**config.mk**
```make
export PLATFORM = sky130hd
export DESIGN_NAME = phy_init_seq
export DESIGN_NICKNAME = d
export VERILOG_FILES = /design/src/rtl/phy_init_pkg.sv /design/src/rtl/phy_phase_trk.sv /design/src/rtl/phy_lock_wdog.sv /design/src/rtl/phy_srst_pulse.sv /design/src/rtl/phy_step_order.sv /design/src/rtl/phy_init_seq.sv
export SDC_FILE = /design/constraint.sdc
export NUM_CORES = 1
export LEC_CHECK = 0
export CELL_PAD_IN_SITES_DETAIL_PLACEMENT = 2
export CELL_PAD_IN_SITES_GLOBAL_PLACEMENT = 2
export CORE_AREA = 4 4 83 85
export DETAILED_ROUTE_END_ITERATION = 8
export DIE_AREA = 0 0 87 89
export HOLD_SLACK_MARGIN = 0.03
export PLACE_DENSITY = 0.74
export REMOVE_ABC_BUFFERS = 1
export SYNTH_ARGS = -nofsm -noshare
export SYNTH_HDL_FRONTEND = slang
export SYNTH_SLANG_ARGS = --single-unit
```
**constraint.sdc**
```tcl
create_clock -name clk -period 3.6 [get_ports clk]
set_input_delay 0.36 -clock clk [delete_from_list [all_inputs] [get_ports clk]]
set_output_delay 0.36 -clock clk [all_outputs]
set_load 0.1 [all_outputs]
```
**src/rtl/phy_init_pkg.sv**
```systemverilog
package phy_init_pkg;
  typedef enum logic [2:0] {
    SQ_IDLE,
    SQ_LAUNCH,
    SQ_WAIT,
    SQ_ITM,
    SQ_DSR,
    SQ_READY
  } seq_state_t;
endpackage

```
**src/rtl/phy_phase_trk.sv**
```systemverilog
// One calibration phase: request held from start until ack or bypass.
module phy_phase_trk (
  input  logic clk,
  input  logic rst_n,
  input  logic start,
  input  logic ack,
  input  logic byp,
  output logic busy,
  output logic done
);
  always_ff @(posedge clk or negedge rst_n) begin
    if (!rst_n) begin
      busy <= 1'b0;
      done <= 1'b0;
    end else if (start) begin
      busy <= 1'b1;
      done <= 1'b0;
    end else if (busy && (ack || byp)) begin
      busy <= 1'b0;
      done <= 1'b1;
    end
  end
endmodule

```
**src/rtl/phy_lock_wdog.sv**
```systemverilog
// Counts cycles of a pending DLL lock phase; sets a sticky flag at the limit.
module phy_lock_wdog #(
  parameter int unsigned LOCK_TMO = 64
) (
  input  logic clk,
  input  logic rst_n,
  input  logic start,
  input  logic busy,
  output logic tmo
);
  localparam int unsigned TW = $clog2(LOCK_TMO + 1);
  logic [TW-1:0] cnt;

  always_ff @(posedge clk or negedge rst_n) begin
    if (!rst_n) begin
      cnt <= '0;
      tmo <= 1'b0;
    end else if (start) begin
      cnt <= '0;
    end else if (busy) begin
      if (cnt == TW'(LOCK_TMO - 1)) tmo <= 1'b1;
      if (cnt != TW'(LOCK_TMO)) cnt <= cnt + 1'b1;
    end
  end


  tmo_sticky_chk: assert property (@(posedge clk) disable iff (!rst_n)
    tmo |=> tmo);
endmodule

```
**src/rtl/phy_srst_pulse.sv**
```systemverilog
// Fixed-width soft-reset pulse generator.
module phy_srst_pulse #(
  parameter int unsigned SRST_CYC = 8
) (
  input  logic clk,
  input  logic rst_n,
  input  logic start,
  output logic pulse,
  output logic last
);
  localparam int unsigned CW = $clog2(SRST_CYC + 1);
  logic [CW-1:0] cnt;

  always_ff @(posedge clk or negedge rst_n) begin
    if (!rst_n)          cnt <= '0;
    else if (start)      cnt <= CW'(SRST_CYC);
    else if (cnt != '0)  cnt <= cnt - 1'b1;
  end

  assign pulse = (cnt != '0);
  assign last  = (cnt == CW'(1));


  pulse_end_chk: assert property (@(posedge clk) disable iff (!rst_n)
    (pulse && !start && !last) |=> pulse);
endmodule

```
**src/rtl/phy_step_order.sv**
```systemverilog
// Enforces the fixed order of post-init training steps.
module phy_step_order #(
  parameter int unsigned NSTEP = 4,
  localparam int unsigned SEL_W = $clog2(NSTEP),
  localparam int unsigned PW = $clog2(NSTEP + 1)
) (
  input  logic             clk,
  input  logic             rst_n,
  input  logic             en,
  input  logic             clr,
  input  logic             req,
  input  logic [SEL_W-1:0] sel,
  input  logic [NSTEP-1:0] ack,
  output logic [NSTEP-1:0] go,
  output logic             ready,
  output logic             err
);
  logic [PW-1:0]    prog;
  logic [SEL_W-1:0] cur;
  logic             busy, all_done, accept, finish;

  assign busy     = (go != '0);
  assign all_done = (prog == PW'(NSTEP));
  assign accept   = en && req && !busy && !all_done && (PW'(sel) == prog);
  assign finish   = busy && ack[cur];
  assign ready    = all_done;

  always_ff @(posedge clk or negedge rst_n) begin
    if (!rst_n) begin
      go   <= '0;
      prog <= '0;
      cur  <= '0;
      err  <= 1'b0;
    end else begin
      if (req && !accept) err <= 1'b1;
      if (clr) begin
        go   <= '0;
        prog <= '0;
      end else if (accept) begin
        go  <= NSTEP'(1) << sel;
        cur <= sel;
      end else if (finish) begin
        go   <= '0;
        prog <= prog + 1'b1;
      end
    end
  end


  go_order_chk: assert property (@(posedge clk) disable iff (!rst_n)
    (go != '0) |-> ($onehot0(go) && go[prog[SEL_W-1:0]]));

  err_sticky_chk: assert property (@(posedge clk) disable iff (!rst_n)
    err |=> err);
endmodule

```
**src/rtl/phy_init_seq.sv**
```systemverilog
module phy_init_seq
  import phy_init_pkg::*;
#(
  parameter int unsigned SRST_CYC = 8,
  parameter int unsigned LOCK_TMO = 64,
  parameter int unsigned NSTEP    = 4,
  localparam int unsigned SEL_W   = $clog2(NSTEP)
) (
  input  logic             clk,
  input  logic             rst_n,
  input  logic             sw_start,
  input  logic             itm_rst_sel,
  input  logic             lock_byp,
  input  logic             zcal_byp,
  output logic             dll_lock_req,
  input  logic             dll_lock_ack,
  output logic             zcal_req,
  input  logic             zcal_ack,
  output logic             dll_srst,
  output logic             itm_srst,
  output logic             init_done,
  input  logic             step_req,
  input  logic [SEL_W-1:0] step_sel,
  output logic [NSTEP-1:0] step_go,
  input  logic [NSTEP-1:0] step_ack,
  output logic             phy_ready,
  output logic             order_err,
  output logic             lock_tmo
);
  seq_state_t state, nxt;
  logic sw_q, itm_q;
  logic ph_start, lk_done, zc_done, both_done;
  logic dsr_start, dsr_last, itm_start, itm_last, sw_go;

  assign ph_start  = (state == SQ_LAUNCH);
  assign both_done = lk_done && zc_done;
  assign sw_go     = (state == SQ_READY) && sw_start;
  assign dsr_start = sw_go;
  assign itm_start = (state == SQ_WAIT) && both_done && sw_q && itm_q;
  assign init_done = (state == SQ_READY);

  always_comb begin
    nxt = state;
    unique case (state)
      SQ_IDLE:   nxt = SQ_LAUNCH;
      SQ_LAUNCH: nxt = SQ_WAIT;
      SQ_WAIT:   if (both_done) nxt = (sw_q && itm_q) ? SQ_ITM : SQ_READY;
      SQ_ITM:    if (itm_last) nxt = SQ_READY;
      SQ_READY:  if (sw_start) nxt = SQ_DSR;
      SQ_DSR:    if (dsr_last) nxt = SQ_LAUNCH;
      default:   nxt = SQ_IDLE;
    endcase
  end

  always_ff @(posedge clk or negedge rst_n) begin
    if (!rst_n) begin
      state <= SQ_IDLE;
      sw_q  <= 1'b0;
      itm_q <= 1'b0;
    end else begin
      state <= nxt;
      if (sw_go) begin
        sw_q  <= 1'b1;
        itm_q <= itm_rst_sel;
      end
    end
  end

  phy_phase_trk u_lock (
    .clk(clk), .rst_n(rst_n), .start(ph_start),
    .ack(dll_lock_ack), .byp(lock_byp),
    .busy(dll_lock_req), .done(lk_done)
  );

  phy_phase_trk u_zcal (
    .clk(clk), .rst_n(rst_n), .start(ph_start),
    .ack(zcal_ack), .byp(zcal_byp),
    .busy(zcal_req), .done(zc_done)
  );

  phy_lock_wdog #(.LOCK_TMO(LOCK_TMO)) u_wdog (
    .clk(clk), .rst_n(rst_n), .start(ph_start),
    .busy(dll_lock_req), .tmo(lock_tmo)
  );

  phy_srst_pulse #(.SRST_CYC(SRST_CYC)) u_dsr (
    .clk(clk), .rst_n(rst_n), .start(dsr_start),
    .pulse(dll_srst), .last(dsr_last)
  );

  phy_srst_pulse #(.SRST_CYC(SRST_CYC)) u_itm (
    .clk(clk), .rst_n(rst_n), .start(itm_start),
    .pulse(itm_srst), .last(itm_last)
  );

  phy_step_order #(.NSTEP(NSTEP)) u_steps (
    .clk(clk), .rst_n(rst_n), .en(init_done), .clr(sw_go),
    .req(step_req), .sel(step_sel), .ack(step_ack),
    .go(step_go), .ready(phy_ready), .err(order_err)
  );


  hw_no_srst_chk: assert property (@(posedge clk) disable iff (!rst_n)
    !sw_q |-> (!dll_srst && !itm_srst));

  init_gate_chk: assert property (@(posedge clk) disable iff (!rst_n)
    init_done |-> (lk_done && zc_done && !itm_srst && !dll_srst));

  phase_pair_chk: assert property (@(posedge clk) disable iff (!rst_n)
    $rose(dll_lock_req) |-> zcal_req);
endmodule

```
==> impl_metrics.py <==
metrics = {
    "outcome": {
        "outcome": "completed",
    },
    "synth": {
        "synth_cell_types": 36,
        "synth-edff-count": 0,
        "synth_area_leaders": "dfrtp_1 (49%), ha_1 (6.3%), nor2_1 (4.2%)",
        "ys_async_sr_fraction": 1.000,
        "ys_ff_latch": 35,
        "yosysTopAreaCell": "dfrtp_1",
        "yosysSeqAreaShare": 0.4895,
        "syn_area_per_cell_sq_um": 10.40,
        "syn-cell-area_sq_um": 1789,
        "synth_common_cells": "dfrtp_1 (35), nor2_1 (20), inv_1 (15), nand2_1 (15), ha_1 (9)",
        "synth_warnings": 0,
        "syn_inst": 172,
        "synth_ff_type": "dfrtp_1",
        "yosysTopAreaCellShare": 0.4895,
        "synth.most_common_cell": "dfrtp_1",
    },
    "timing": {
        "setup_viol_count_final": 0,
        "fin_crit_ns": 2.697,
        "rsz0062_at_grt": "no",
        "fin_tns_setup_ns": 0,
        "fmax_ghz": 0.3708,
        "maxSlewHeadroom": 0.1692,
        "worst_slack_ns": 0.9034,
        "period_share": 0.7491,
        "clock_skew_ns": 0.004680,
        "tightestPinTransition_ns": 1.215,
        "maxSlewViolCount": 0,
        "finalHoldViolations": 0,
    },
    "global_routing": {
        "grt_max_degree": 36,
        "grt_pass1_vias": 1586,
        "overflow": 0,
        "grt_pass1_wl_mm": 7.707,
        "grt.total_usage": 0.1296,
        "antenna_found_initial": 0,
    },
    "drt": {
        "drtPass1Iterations": 3,
        "wirelength_mm": 4.302,
        "routedWlPerCell_um": 15.31,
        "num_vias": 1419,
        "ant_nets": 0,
        "via_per_inst": 5.050,
        "drcViolationCount": 0,
        "drtIter0Drc": 40,
    },
    "floorplanning": {
        "rows": 29,
        "initial_utilization": 0.2884,
        "die_w_um": 87,
        "core-area_sq_um": 6205,
        "ioPinCount": 27,
        "dieArea_sq_um": 7743,
        "die_y_um": 89,
    },
    "critical_path": {
        "critPathKind": "register to output pin",
        "cp_max_fo": 4,
        "rr_worst_depth": 4,
        "cp-end-kind": "output pin",
        "crit_path_start_kind": "register",
        "crit_required_ns": 3.24,
        "arrival_ns": 2.34,
    },
    "layout": {
        "drive_gt1_frac": 0.07843,
        "fill_cells": 691,
        "num_antenna_cells": 0,
        "seq_area_sq_um": 875.8,
        "nNetsFinal": 229,
        "syn2layout_area_growth_pct": 24.13,
        "multi_input_area_sq_um": 849.6,
    },
    "run": {
        "maxCapViolCount": 0,
    },
    "power": {
        "vdd_drop_max_mv": 0.3200,
        "leakage_uw": 0.001015,
        "sequentialPowerShare": 0.368,
        "combPwrFrac": 0.492,
        "p_int_uw": 1003,
        "p_switching_uw": 877.6,
        "p_per_area_nw_per_um2": 847.0,
        "clkPwrFrac": 0.140,
        "swShare": 0.4666,
    },
    "clocking": {
        "postCtsHoldBufs": 0,
        "cts_buffer_depth": 2,
        "path_clk_slew_ns": 0.07,
        "clk_latency_ns": 0.29,
        "root_buffer": "clkbuf_8",
        "numClockSinks": 35,
        "cts_resized": 0,
        "cts_inserted_buffers": 5,
        "post_cts_buffers": 0,
        "cts_tree": "yes",
        "h-tree-depth": 2,
    },
    "place": {
        "dp_slack_ns": 1.092,
        "portBuffers": 26,
        "hpwl_mm": 3.210,
        "place_congestion": 0.7035,
    },
    "hold_path": {
        "worstHoldPathCells": 1,
        "hold_class": "register to register",
    },
}
[final timing paths]
check,start,to,slack (ns)
max,u_dsr.cnt[0],dll_srst,0.90
min,u_wdog.tmo,u_wdog.tmo,0.47
max reg2reg,u_steps.go[1],u_steps.cur[0],1.16
min reg2reg,u_wdog.tmo,u_wdog.tmo,0.47
max in group asynchronous,rst_n,u_wdog.tmo,2.77
min in group asynchronous,rst_n,u_steps.go[2],0.48
[sequential cells by signal (all words and copies together) (netlist names)]
signal        flops
u_steps.go        4
u_lock.done       1
u_steps.cur       2
u_zcal.busy       1
sw_q              1
u_steps.err       1
u_lock.busy       1
state             3
u_wdog.cnt        7
itm_q             1
u_steps.prog      3
u_wdog.tmo        1
u_dsr.cnt         4
u_itm.cnt         4
u_zcal.done       1
[area by class of cell]
| type | instances | area share |
|---|---|---|
| Sequential cell | 35 | 0.3944 |
| Multi-Input combinational cell | 120 | 0.3825 |
| Timing Repair Buffer | 28 | 0.1217 |
| Tap cell | 77 | 0.04338 |
| Clock buffer | 6 | 0.03268 |
| Inverter | 15 | 0.02535 |
[placed cells by master (no fill, tap or decap), drive strengths merged, types with 4 or more instances in the layout]
| master | netlist | layout |
|---|---|---|
| nand2b | 6 | 6 |
| nor2 | 20 | 20 |
| clkbuf | 2 | 6 |
| clkdlybuf4s50 | 0 | 24 |
| a21oi | 4 | 4 |
| xor2 | 7 | 7 |
| xnor2 | 5 | 5 |
| dfrtp | 35 | 35 |
| or4 | 4 | 4 |
| inv | 15 | 15 |
| ha | 9 | 9 |
| nor3 | 5 | 5 |
| buf | 0 | 4 |
| a32o | 4 | 4 |
| nand2 | 15 | 15 |
[worst max-delay path: stages, from the launching register on]
cell and delay (ns):
dfrtp_1 0.42, inv_1 0.06, ha_1 0.24, nand2_1 0.16, clkdlybuf4s50_1 1.16
[logic make-up after synthesis]
kind of cell,count (synthesis),share of synthesized area
xor gates and xnor gates,12,0.05874
buffers and inverters,17,0.03566
DFF,35,0.4895
muxes,6,0.04266
and+or+nand+nor,68,0.2035
AOI/OAI and AO/OA,25,0.1070
adders and majority gates,9,0.06294
[per-layer routing]
layer | routed length [um] | track usage | vias to the layer above
met3 | 133 | 0.03226 | 7
met1 | 1877 | 0.1558 | 733
met5 | 0 | 0 | -
li1 | - | - | 665
met4 | 78 | 0.05524 | 0
met2 | 2212 | 0.2208 | 14
[power groups by stage]
| stage | sequential, uW | clock (uW) | combinational [uW] |
|---|---|---|---|
| 4_1_cts | 698 | 276 | 945 |
| 6_report | 692 | 264 | 925 |
| 5_1_grt | 727 | 297 | 1030 |
| 3_5_place_dp | 701 | 0 | 942 |
| 3_3_place_gp | 693 | 0 | 912 |
| 2_1_floorplan | 781 | 0 | 591 |
[metrics by stage]
stage	std cells	hold WS [ns]	power, uW	instance area (sq um)	util
finish	281	0.4672	1881	2221	0.3579
global route	281	0.5076	2054	2221	0.3579
CTS	281	0.4723	1919	2221	0.3579
detailed placement	275	0.4511	1643	2148	0.3462
global placement	275	0.4459	1605	2148	0.3462
floorplan	170	0.06441	1372	1782	-
Note: power is estimated with default switching activity, not from simulation.
